### src/rtl/hw_brk_unit.sv
module hw_brk_unit #(
  parameter int AW  = 32,
  parameter int DW  = 32,
  parameter int IDW = 8,
  parameter int CW  = 12
) (
  input  logic                 clk,
  input  logic                 rst_n,
  input  logic                 cfg_we,
  input  logic [3:0]           cfg_sel,
  input  logic [((AW > DW) ? AW : DW)-1:0] cfg_wdata,
  input  logic                 bus_valid,
  input  logic [1:0]           bus_kind,
  input  logic [AW-1:0]        bus_addr,
  input  logic [DW-1:0]        bus_data,
  input  logic [IDW-1:0]       bus_asid,
  output logic                 brk_req,
  output logic [2:0]           brk_status
);

  localparam int CTLW = 8 + IDW;
  localparam logic [1:0] K_FETCH = 2'd0, K_READ = 2'd1, K_WRITE = 2'd2, K_DATA = 2'd3;
  localparam logic [3:0] S_C0A = 4'd0, S_C0M = 4'd1, S_C0C = 4'd2, S_C1A = 4'd3,
                         S_C1M = 4'd4, S_C1C = 4'd5, S_C1D = 4'd6, S_C1DM = 4'd7,
                         S_CNT = 4'd8, S_MODE = 4'd9, S_STAT = 4'd10;

  logic [AW-1:0]   c0_addr, c0_mask, c1_addr, c1_mask;
  logic [DW-1:0]   c1_data, c1_dmask;
  logic [CTLW-1:0] c0_ctl, c1_ctl;
  logic [CW-1:0]   cnt_q;
  logic            seq_q, armed_q, brk_q;
  logic [2:0]      status_q;

  function automatic logic kind_ok(input logic [1:0] sel, input logic [1:0] k);
    if (sel == K_DATA) return (k == K_READ) || (k == K_WRITE);
    return k == sel;
  endfunction

  function automatic logic chan_hit(input logic [AW-1:0] ca, input logic [AW-1:0] cm,
                                    input logic [CTLW-1:0] cc, input logic [AW-1:0] a,
                                    input logic [IDW-1:0] id, input logic [1:0] k);
    logic odd_fetch;
    odd_fetch = (cc[2:1] == K_FETCH) && ca[0];
    return cc[0] && kind_ok(cc[2:1], k) && !odd_fetch &&
           (((a ^ ca) & ~cm) == '0) && (!cc[3] || (id == cc[8 +: IDW]));
  endfunction

  logic m0, m1, q1, cnt_on, hit0, hit1, wr_mode, wr_cnt, wr_stat;
  logic [2:0] sets, clr;

  assign m0 = bus_valid && chan_hit(c0_addr, c0_mask, c0_ctl, bus_addr, bus_asid, bus_kind);
  assign m1 = bus_valid && chan_hit(c1_addr, c1_mask, c1_ctl, bus_addr, bus_asid, bus_kind) &&
              (!c1_ctl[4] || (((bus_data ^ c1_data) & ~c1_dmask) == '0));
  assign q1     = m1 && (!seq_q || armed_q);
  assign cnt_on = c1_ctl[5] && (cnt_q != '0);
  assign hit1   = q1 && (!cnt_on || (cnt_q == CW'(1)));
  assign hit0   = m0 && !seq_q;
  assign sets   = {seq_q && hit1, !seq_q && hit1, hit0};

  assign wr_mode = cfg_we && (cfg_sel == S_MODE);
  assign wr_cnt  = cfg_we && (cfg_sel == S_CNT);
  assign wr_stat = cfg_we && (cfg_sel == S_STAT);
  assign clr     = wr_stat ? cfg_wdata[2:0] : 3'b000;

  always_ff @(posedge clk) begin
    if (!rst_n) begin
      c0_addr <= '0; c0_mask <= '0; c0_ctl <= '0;
      c1_addr <= '0; c1_mask <= '0; c1_ctl <= '0;
      c1_data <= '0; c1_dmask <= '0;
      seq_q <= 1'b0;
    end else if (cfg_we) begin
      case (cfg_sel)
        S_C0A:  c0_addr  <= cfg_wdata[AW-1:0];
        S_C0M:  c0_mask  <= cfg_wdata[AW-1:0];
        S_C0C:  c0_ctl   <= cfg_wdata[CTLW-1:0];
        S_C1A:  c1_addr  <= cfg_wdata[AW-1:0];
        S_C1M:  c1_mask  <= cfg_wdata[AW-1:0];
        S_C1C:  c1_ctl   <= cfg_wdata[CTLW-1:0];
        S_C1D:  c1_data  <= cfg_wdata[DW-1:0];
        S_C1DM: c1_dmask <= cfg_wdata[DW-1:0];
        S_MODE: seq_q    <= cfg_wdata[0];
        default: ;
      endcase
    end
  end

  always_ff @(posedge clk) begin
    if (!rst_n) begin
      cnt_q    <= '0;
      armed_q  <= 1'b0;
      status_q <= '0;
      brk_q    <= 1'b0;
    end else begin
      if (wr_cnt)            cnt_q <= cfg_wdata[CW-1:0];
      else if (q1 && cnt_on) cnt_q <= cnt_q - CW'(1);
      if (wr_mode)           armed_q <= 1'b0;
      else if (seq_q) begin
        if (hit1)            armed_q <= 1'b0;
        else if (m0)         armed_q <= 1'b1;
      end
      status_q <= (status_q & ~clr) | sets;
      brk_q    <= hit0 || hit1;
    end
  end

  assign brk_req    = brk_q;
  assign brk_status = status_q;


  armed_only_seq_chk: assert property (@(posedge clk) disable iff (!rst_n)
    armed_q |-> seq_q);


  seq_brk_needs_arm_chk: assert property (@(posedge clk) disable iff (!rst_n)
    (brk_q && $past(seq_q)) |-> $past(armed_q));


  brk_sets_status_chk: assert property (@(posedge clk) disable iff (!rst_n)
    brk_q |-> (status_q != 3'b000));


  status_clear_chk: assert property (@(posedge clk) disable iff (!rst_n)
    (wr_stat && cfg_wdata[0] && !hit0) |=> !status_q[0]);


  odd_fetch_quiet_chk: assert property (@(posedge clk) disable iff (!rst_n)
    (c0_ctl[2:1] == K_FETCH && c0_addr[0] && !status_q[0] && !cfg_we) |=> !status_q[0]);

endmodule

### config.mk
export PLATFORM = sky130hd
export DESIGN_NAME = hw_brk_unit
export DESIGN_NICKNAME = d
export VERILOG_FILES = /design/src/rtl/hw_brk_unit.sv
export SDC_FILE = /design/constraint.sdc
export NUM_CORES = 1
export LEC_CHECK = 0
export ABC_CLOCK_PERIOD_IN_PS = 2250
export BUFFER_PORTS_ARGS = -buffer_cell sky130_fd_sc_hd__buf_4
export CORE_ASPECT_RATIO = 1.1
export CORE_MARGIN = 2
export CORE_UTILIZATION = 45
export DETAILED_ROUTE_END_ITERATION = 7
export GPL_ROUTABILITY_DRIVEN = 0
export HOLD_SLACK_MARGIN = 0.1
export PLACE_DENSITY = 0.67
export SYNTH_ARGS = -nofsm -noshare
export SYNTH_HDL_FRONTEND = slang
export SYNTH_SLANG_ARGS = --single-unit
### constraint.sdc
create_clock -name clk -period 2.25 [get_ports clk]
set_clock_uncertainty 0.05 [all_clocks]
set_input_delay 0.45 -clock clk [delete_from_list [all_inputs] [get_ports clk]]
set_output_delay 0.45 -clock clk [all_outputs]
set_load 0.005 [all_outputs]
==> flow_summary.ini <==
[run_status]
status = finished with violations
failed_checks = setup timing

[critical_path]
slowest_delay_ns = 0.48
crit_chain = xnor2_2 -> o22ai_1 -> nor4_2 -> buf_4 -> nand2_1 -> a2111o_1 -> or4_1 -> a31oi_1
cp-end-kind = flip-flop
cp_slowest_cell = a2111o_1
start_kind = flip-flop
path_max_fanout = 6
critPathKind = reg -> reg
required_ns = 2.64
arrival_ns = 2.76

[logic_synthesis]
yosysUniqueCellTypes = 51
synth_nets = 1403
yosysTopAreaCell = dfxtp_1
synth_cells = 1287
synth_edf_count = 0
synth_area_leaders = dfxtp_1, nand2_1, a21oi_1
ys_ff_latch = 236
avgSynthCellArea_sq_um = 7.93
synth_warnings = 0
yosysTopAreaCellShare = 0.463
synth_seq_area_share = 0.463
syn_area_sq_mm = 0.0102
ys.flop_type = dfxtp_1
synthArstFlopShare = 0

[route]
firstDrtPassIters = 5
wl_per_cell_um = 17.9
num_vias = 9456
wirelength_um = 31600
via_per_inst = 5.38
drc = 0
drt_iter0_drc = 777
antenna_left = 0

[die]
die_area_sq_mm = 0.0239
num_io_pins = 118
coreArea_sq_mm = 0.0222
die_x_um = 148
die_h_um = 162
start_util = 0.460
core.rowCount = 57

[clocking]
clockRootBuffer = clkbuf_16
clock_latency_ns = 0.51
clkTransAtPathRegs_ns = 0.06
cts_tree = built
cts.htree.levels = 1
cts_hold_buf = 0
cts_buffers = 24
clk_path_buf_depth = 3
clkSinkCount = 236

[pwr]
p_clk_frac = 0.434
comb_power_share = 0.097
p_leak_nw = 4.70
p_sw_mw = 2.17
ir_drop_mv = 0.431
power_density_mw_per_mm2 = 687
p_int_mw = 6.93
sequentialPowerShare = 0.469
p_sw_frac = 0.238

[final_layout]
drive_above_1_share = 0.229
area_growth_pct = 29.7
fill_cells = 1929
multiInputGateArea_sq_mm = 0.00550
regArea_sq_mm = 0.00474
num_antenna_cells = 0
fin_area_sq_mm = 0.0132
finalNetCount = 1562

[sta]
finalCriticalPeriod_ns = 2.37
rsz0062_at_grt = true
relSlewSlack = 0.539
fmax_mhz = 422
whs_ns = 0.170
tightest_slew_ns = 0.692
fin_crit_sh = 1.05
setup_slack_ns = -0.122
slew_viol_final = 0
hold_viol_final = 0
setup_viol = 10

[place]
dpl_cell_area_sq_mm = 0.0120
dp_hpwl_um = 21000
port_buffers = 117

[global_route]
grt_max_degree = 80
grt_remaining_overflow = 0
grt_pass1_vias = 8934
grt_antenna_before_repair = 0
grt_pass1_wl_um = 48500
grt_use_total = 0.255

[hold_path]
hold_path_class = in -> reg

[run]
cap_violations = 0
[what timing repair did]
item	in CTS	in global routing
gates resized for setup	26	47
setup endpoints to repair	14	15
buffers inserted	6	5
pin swaps	28	26
endpoints found under the hold margin	0	0
[cell usage in the layout, fill, tap and decap left out, types with 11 or more instances in the layout]
cell | synthesis | routed
a21oi_1 | 200 | 200
buf_4 | 0 | 209
clkbuf_16 | 0 | 25
dfxtp_1 | 236 | 223
dfxtp_2 | 0 | 13
mux2i_1 | 27 | 27
nand2_1 | 402 | 402
nor2_1 | 47 | 44
o21ai_0 | 12 | 11
o22ai_1 | 46 | 35
o22ai_2 | 0 | 11
xnor2_1 | 114 | 98
xnor2_2 | 0 | 16
[area by class of cell]
type / count / share of cell area
multi-input cells: 956 / 0.416
flip-flops and latches: 236 / 0.358
repair buffers: 223 / 0.137
clock buffers: 39 / 0.0573
well taps: 295 / 0.0279
clock inverters: 4 / 0.00180
inverters: 5 / 0.00180
[worst max-delay path, delay by kind of cell (launching register included)]
family          cells  cell delay (ns)
compound gates      3             0.77
flops               1             0.33
buf+inv             1             0.15
simple gates        3             0.78
xor+xnor            1             0.21
[cells by family after synthesis]
logic type | share of synthesized area
and+or+nand+nor | 0.217
AOI/OAI and AO/OA | 0.157
DFF | 0.463
xor gates and xnor gates | 0.0987
buffers and inverters | 0.0351
muxes | 0.0265
adders and majority gates | 0.00245
[power groups by stage]
| stage | registers (mW) | logic, mW | clock network [mW] |
|---|---|---|---|
| 2_1_floorplan | 4.35 | 0.376 | 0 |
| 3_5_place_dp | 4.36 | 0.829 | 0 |
| 5_1_grt | 4.27 | 0.942 | 4.17 |
| 3_3_place_gp | 4.35 | 0.827 | 0 |
| 6_report | 4.27 | 0.885 | 3.94 |
| 4_1_cts | 4.26 | 0.845 | 4.00 |
[sequential cells by signal (all words and copies together), names as in the netlist]
signal      flops
c1_dmask       32
armed_q         1
brk_status      3
c0_ctl         12
c1_ctl         14
c0_addr        32
c1_mask        32
c1_data        32
cnt_q          12
seq_q           1
c0_mask        32
brk_req         1
c1_addr        32
[synth_stat cells (2+ instances only)]
library cell and number:
nand2_1 402, dfxtp_1 236, a21oi_1 200, xnor2_1 114, clkbuf_1 88, nor2_1 47
o22ai_1 46, mux2i_1 27, o21ai_0 12, nand3_1 11, nor3_1 8, nor4_1 8
nand4_1 7, nor4_2 7, or3_1 7, a31oi_1 5, inv_1 5, nand2b_1 5
nand3b_1 4, o2111ai_1 4, a211oi_1 3, o31a_1 3, or4_1 3, a2111oi_0 2
and3b_1 2, and4_1 2, ha_1 2, nand4_2 2, o21a_1 2, or2_2 2
[stage by stage]
stage	std cells	TNS [ns]	setup WS, ns	utilization	power, mW
after floorplan	1287	-0.0871	-0.0581	-	4.73
final	1758	-0.592	-0.122	0.597	9.10
after detailed placement	1705	-5.74	-0.514	0.540	5.18
after global placement	1705	-4.70	-0.421	0.540	5.18
after CTS	1754	-0.828	-0.121	0.583	9.11
after global routing	1758	-1.56	-0.217	0.597	9.38
[path summary, 6_finish.rpt]
kind                 startpoint          end  slack, ns  cells after the start
setup reg to reg    c1_addr[13]     cnt_q[4]      -0.12                      8
hold / removal    cfg_wdata[28]  c1_data[28]       0.17                      3
hold reg to reg     c0_mask[19]  c0_mask[19]       0.40                      2
setup / recovery    c1_addr[13]     cnt_q[4]      -0.12                      8
[per-layer routing]
metal / track usage / up-vias / share of wire
li1: - / 4630 / -
met1: 0.335 / 4484 / 0.42
met2: 0.439 / 284 / 0.49
met3: 0.0261 / 58 / 0.055
met4: 0.0870 / 0 / 0.032
met5: 0 / - / 0
Note: power is estimated with default switching activity, not from simulation.
